File: config.mk
export PLATFORM = sky130hd
export DESIGN_NAME = frame_irq_aggr
export DESIGN_NICKNAME = d
export VERILOG_FILES = /design/src/rtl/frame_irq_pkg.sv /design/src/rtl/frame_evt_shadow.sv /design/src/rtl/frame_sts_reg.sv /design/src/rtl/frame_irq_enable.sv /design/src/rtl/frame_irq_aggr.sv
export SDC_FILE = /design/constraint.sdc
export NUM_CORES = 1
export LEC_CHECK = 0
export CAP_MARGIN = 20
export CORE_UTILIZATION = 25
export CTS_CLUSTER_SIZE = 16
export DETAILED_ROUTE_END_ITERATION = 8
export SETUP_SLACK_MARGIN = 0.2
export SLEW_MARGIN = 20
export SYNTH_ARGS = -nofsm -noshare
export SYNTH_HDL_FRONTEND = slang
export SYNTH_SLANG_ARGS = --single-unit
File: constraint.sdc
create_clock -name clk -period 1.55 [get_ports clk]
set_clock_uncertainty 0.15 [all_clocks]
set_input_delay 0.31 -clock clk [delete_from_list [all_inputs] [get_ports clk]]
set_output_delay 0.31 -clock clk [all_outputs]
set_load 0.1 [all_outputs]
File: src/rtl/frame_irq_pkg.sv
package frame_irq_pkg;

  // status bit positions
  localparam int STS_W    = 2;
  localparam int ST_INT   = 0;
  localparam int ST_ERR   = 1;

  // enable bit positions
  localparam int EN_W      = 4;
  localparam int EN_TOCRC  = 0;
  localparam int EN_RESUME = 1;
  localparam int EN_IOC    = 2;
  localparam int EN_SPD    = 3;

  // event vector positions
  localparam int EVT_W     = 5;
  localparam int EV_IOC    = 0;
  localparam int EV_SHORT  = 1;
  localparam int EV_XERR   = 2;
  localparam int EV_BABBLE = 3;
  localparam int EV_STALL  = 4;

  typedef struct packed {
    logic spd_cause;
    logic ioc_cause;
    logic err;
    logic usbint;
  } commit_t;

  // Map a committed event vector onto status bits and completion-kind causes.
  function automatic commit_t map_events(input logic [EVT_W-1:0] ev);
    commit_t c;
    c.ioc_cause = ev[EV_IOC];
    c.spd_cause = ev[EV_SHORT];
    c.usbint    = ev[EV_IOC] | ev[EV_SHORT] | ev[EV_XERR] | ev[EV_STALL];
    c.err       = ev[EV_XERR] | ev[EV_BABBLE] | ev[EV_STALL];
    return c;
  endfunction

  // Request level: error bit unmasked, completion bit masked per kind.
  function automatic logic irq_eval(input logic [STS_W-1:0] sts,
                                    input logic ioc_c,
                                    input logic spd_c,
                                    input logic en_ioc,
                                    input logic en_spd);
    return sts[ST_ERR] |
           (sts[ST_INT] & ioc_c & en_ioc) |
           (sts[ST_INT] & spd_c & en_spd);
  endfunction

endpackage

File: src/rtl/frame_evt_shadow.sv
module frame_evt_shadow #(
  parameter int N = 5
) (
  input  logic         clk,
  input  logic         rst_n,
  input  logic         frame_end,
  input  logic [N-1:0] evt,
  output logic [N-1:0] commit_ev
);

  logic [N-1:0] shadow_q;

  for (genvar i = 0; i < N; i++) begin : g_flag
    always_ff @(posedge clk or negedge rst_n) begin
      if (!rst_n)         shadow_q[i] <= 1'b0;
      else if (frame_end) shadow_q[i] <= evt[i];   // strobe-cycle pulse goes to next frame
      else                shadow_q[i] <= shadow_q[i] | evt[i];
    end
    assign commit_ev[i] = frame_end & shadow_q[i];
  end

endmodule

File: src/rtl/frame_sts_reg.sv
module frame_sts_reg
  import frame_irq_pkg::*;
(
  input  logic             clk,
  input  logic             rst_n,
  input  commit_t          commit_c,
  input  logic [STS_W-1:0] clr_mask,
  output logic [STS_W-1:0] sts_q,
  output logic             ioc_c_q,
  output logic             spd_c_q
);

  logic [STS_W-1:0] set_mask;
  logic [STS_W-1:0] sts_d;

  always_comb begin
    set_mask         = '0;
    set_mask[ST_INT] = commit_c.usbint;
    set_mask[ST_ERR] = commit_c.err;
    sts_d            = (sts_q & ~clr_mask) | set_mask;   // set wins over clear
  end

  always_ff @(posedge clk or negedge rst_n) begin
    if (!rst_n) begin
      sts_q   <= '0;
      ioc_c_q <= 1'b0;
      spd_c_q <= 1'b0;
    end else begin
      sts_q   <= sts_d;
      ioc_c_q <= (ioc_c_q & ~clr_mask[ST_INT]) | commit_c.ioc_cause;
      spd_c_q <= (spd_c_q & ~clr_mask[ST_INT]) | commit_c.spd_cause;
    end
  end

endmodule

File: src/rtl/frame_irq_enable.sv
module frame_irq_enable
  import frame_irq_pkg::*;
(
  input  logic            clk,
  input  logic            rst_n,
  input  logic            wr,
  input  logic [EN_W-1:0] wdata,
  output logic [EN_W-1:0] en_q
);

  always_ff @(posedge clk or negedge rst_n) begin
    if (!rst_n)  en_q <= '0;
    else if (wr) en_q <= wdata;
  end

endmodule

File: src/rtl/frame_irq_aggr.sv
module frame_irq_aggr
  import frame_irq_pkg::*;
#(
  parameter int DATA_W = 8
) (
  input  logic              clk,
  input  logic              rst_n,
  input  logic              frame_end,
  input  logic              evt_ioc,
  input  logic              evt_short,
  input  logic              evt_xact_err,
  input  logic              evt_babble,
  input  logic              evt_stall,
  input  logic              reg_addr,
  input  logic              reg_wr,
  input  logic [DATA_W-1:0] reg_wdata,
  output logic [DATA_W-1:0] reg_rdata,
  output logic              irq
);

  localparam int STS_PAD = DATA_W - STS_W;
  localparam int EN_PAD  = DATA_W - EN_W;

  logic [EVT_W-1:0] evt_vec;
  logic [EVT_W-1:0] commit_ev;
  commit_t          commit_c;
  logic             commit_int;
  logic             commit_err;
  logic [STS_W-1:0] sts_clr;
  logic [STS_W-1:0] sts_q;
  logic             ioc_c_q;
  logic             spd_c_q;
  logic             en_wr;
  logic [EN_W-1:0]  en_q;
  logic             unused_wdata_hi;

  always_comb begin
    evt_vec            = '0;
    evt_vec[EV_IOC]    = evt_ioc;
    evt_vec[EV_SHORT]  = evt_short;
    evt_vec[EV_XERR]   = evt_xact_err;
    evt_vec[EV_BABBLE] = evt_babble;
    evt_vec[EV_STALL]  = evt_stall;
  end

  frame_evt_shadow #(.N(EVT_W)) u_shadow (
    .clk       (clk),
    .rst_n     (rst_n),
    .frame_end (frame_end),
    .evt       (evt_vec),
    .commit_ev (commit_ev)
  );

  assign commit_c   = map_events(commit_ev);
  assign commit_int = commit_c.usbint;
  assign commit_err = commit_c.err;
  assign sts_clr    = (reg_wr && !reg_addr) ? reg_wdata[STS_W-1:0] : '0;
  assign en_wr      = reg_wr && reg_addr;

  frame_sts_reg u_sts (
    .clk      (clk),
    .rst_n    (rst_n),
    .commit_c (commit_c),
    .clr_mask (sts_clr),
    .sts_q    (sts_q),
    .ioc_c_q  (ioc_c_q),
    .spd_c_q  (spd_c_q)
  );

  frame_irq_enable u_en (
    .clk   (clk),
    .rst_n (rst_n),
    .wr    (en_wr),
    .wdata (reg_wdata[EN_W-1:0]),
    .en_q  (en_q)
  );

  assign unused_wdata_hi = ^reg_wdata[DATA_W-1:EN_W];

  assign reg_rdata = reg_addr ? {{EN_PAD{1'b0}}, en_q} : {{STS_PAD{1'b0}}, sts_q};
  assign irq       = irq_eval(sts_q, ioc_c_q, spd_c_q, en_q[EN_IOC], en_q[EN_SPD]);

endmodule

==> flow_metrics.tcl <==
set metrics [dict create \
    status "finished with violations" \
    failing_checks "setup timing" \
    cts_inserted_buffers 3 \
    synthDominantCellAreaShare 0.554 \
    report.final.hold_viol_count 0 \
    seq_area_frac_synth 0.554 \
    drive_gt1_frac 0.370 \
    final_net_count 92 \
    tritoncts "done" \
    utilization 0.429 \
    required_ps 1090 \
    cts.htree.levels 1 \
    clockPowerShare 0.213 \
    first_global_vias 460 \
    class_of_the_most_critical_setup_path "reg -> out" \
    power.ir.vdd_worst_mv 0.467 \
    most-common-layout-cells "sky130_fd_sc_hd__dfrtp_1, sky130_fd_sc_hd__clkdlybuf4s50_1, sky130_fd_sc_hd__buf_4" \
    root_buffer "sky130_fd_sc_hd__clkbuf_4" \
    post_dp_cell_area_um2 871 \
    critPathCaptureType "output pin" \
    worstPathMaxFanout 2 \
    power.density_cell_area_mw_per_mm2 999 \
    maxClockFrequency_mhz 621 \
    layout_setup_ws_ps -60.3 \
    rows 17 \
    power.combinational.fraction 0.370 \
    p_leak_uw 0.000433 \
    final-setup-viol-count 2 \
    crit-reg2reg-capture "u_sts.sts_q[0]" \
    syn_area_um2 587 \
    fin_crit_sh 1.04 \
    r2r_start "u_shadow.shadow_q[1]" \
    avgRoutedWirePerCell_um 10.7 \
    grt_first_pass_wirelength_um 1910 \
    layout_min_cycle_time_ps 1610 \
    critPathCapture "irq" \
    placedCellCount 92 \
    worstHoldPathType "in -> async" \
    share_seq_of_total_power 0.418 \
    remaining_global_route_overflow 0 \
    design_area_um2 950 \
    netlist-cell-type-count 18 \
    synth_area_leaders "sky130_fd_sc_hd__dfrtp_1, sky130_fd_sc_hd__mux2_4, sky130_fd_sc_hd__a21o_1" \
    total_switching_power_uw 324 \
    worst_setup_path_start_kind "flop" \
    synth_area_per_cell_um2 13.0 \
    arrival_time_at_the_worst_endpoint_ps 1150 \
    starting_density_of_the_core 0.265 \
    instances_no_fill 101 \
    cts_clk_pin_slew_worst_paths_ps 80 \
    drc_errors 0 \
    layout_commonest_cell "sky130_fd_sc_hd__dfrtp_1" \
    groute.usage.overall 0.0985 \
    dr.first_iter.drc_count 2 \
    die_w_um 50.5 \
    finalWeightedCongestion 0.656 \
    final_max_slew_viol_count 0 \
    synthesis.instances 45 \
    reg2reg_depth 2 \
    synth_warnings 0 \
    critical_path.startpoint "u_sts.ioc_c_q" \
    grt_max_degree 14 \
    clock_latency_ps 260 \
    worst-r2r-setup-slack_ps 490 \
    max_cap_violations 0 \
    synth_top_cell_by_area "sky130_fd_sc_hd__dfrtp_1" \
    fp.dieArea_mm2 0.00255 \
    totalWireLength_um 1080 \
    rsz0062_at_grt "yes" \
    post_drt_via_cell_ratio 4.34 \
    p_sw_frac 0.342 \
    dpl.hpwl_um 879 \
    clock_sinks 13 \
    antenna_cells 0 \
    ys_seq_elements 13 \
    die_height_um 50.5 \
    core_area_mm2 0.00221 \
    power_report.internal_total_uw 625 \
    detail-route-antenna-nets 0 \
    area_growth_pct 61.8 \
    dr.pass1.iters 2 \
    clock_path_buffers 2 \
    vias_after_detailed_routing 438 \
    design.portCount 27 \
    io_buffer_count 18 \
    grt_antenna_before_repair 0 \
]
[sequential cells by signal, indices dropped and copies added (netlist names)]
signal / flops
u_sts.ioc_c_q: 1
u_shadow.shadow_q: 5
u_sts.spd_c_q: 1
u_sts.sts_q: 2
u_en.en_q: 4
[worst max-delay path, stage by stage (launching register included)]
cell	delay, ps
sky130_fd_sc_hd__dfrtp_1	400
sky130_fd_sc_hd__a22oi_2	230
sky130_fd_sc_hd__o21bai_4	90
sky130_fd_sc_hd__buf_12	170
[layer usage]
metal | GRT usage | vias to the layer above | share of wire
li1 | - | 214 | -
met1 | 0.131 | 209 | 0.48
met2 | 0.156 | 15 | 0.48
met3 | 0.0273 | 0 | 0.048
met4 | 0.0278 | 0 | 0
met5 | 0 | - | 0
[Yosys cell counts (all sizes together)]
master   count
a21o         5
a22o         2
a22oi        1
and2         2
buf          4
conb         1
dfrtp       13
inv          2
mux2         5
nand2        2
nand3b       2
nor3         1
nor4         1
o21ai        1
o21bai       1
o2bb2ai      2
[per-stage QoR]
step,worst slack (ps),TNS (ps),total power (uW),hold slack [ps]
floorplan,129,0,613,-136
global placement,-235,-1210,724,315
detailed placement,-242,-1390,728,332
CTS,-77.8,-141,961,183
global route,-115,-198,994,206
finish,-60.3,-111,949,187
[worst min path at each step]
stage / endpoint / cells after the start / from
detailed placement: u_shadow.shadow_q[3] / 1 / u_shadow.shadow_q[3]
floorplan: u_en.en_q[0] / 0 / rst_n
global route: u_shadow.shadow_q[3] / 2 / rst_n
finish: u_shadow.shadow_q[3] / 2 / rst_n
CTS: u_shadow.shadow_q[3] / 2 / rst_n
global placement: u_shadow.shadow_q[3] / 1 / u_shadow.shadow_q[3]
[area by class of cell]
cell class                 instances  area (um^2)
multi-input combinational         29          269
tap                               28         35.0
clock buffer                       4         26.3
fill                             223         1260
inverter                           2         7.51
timing repair buffer              25          287
sequential                        13          325
[power groups by stage]
stage	sequential, uW	combinational [uW]	clock [uW]
floorplan	393	220	0
global placement	400	324	0
detailed placement	402	326	0
CTS	397	352	212
global route	401	367	226
finish	397	351	202
[kinds of logic after synthesis]
logic type	count (synthesis)	share of synthesized area
flip-flops	13	0.554
other	1	0.00639
multiplexers	5	0.122
buffers and inverters	6	0.0640
AND/OR/NAND/NOR	8	0.0959
AO/OA/AOI/OAI	12	0.158
[what timing repair did]
action                                  4_1_cts  5_1_grt
resized for setup                             8        0
endpoints found under the setup margin        5        5
hold buffers                                  0        0
buffers inserted                              4        1
pin swaps                                     2        2
(Power assumes the default switching activity.)
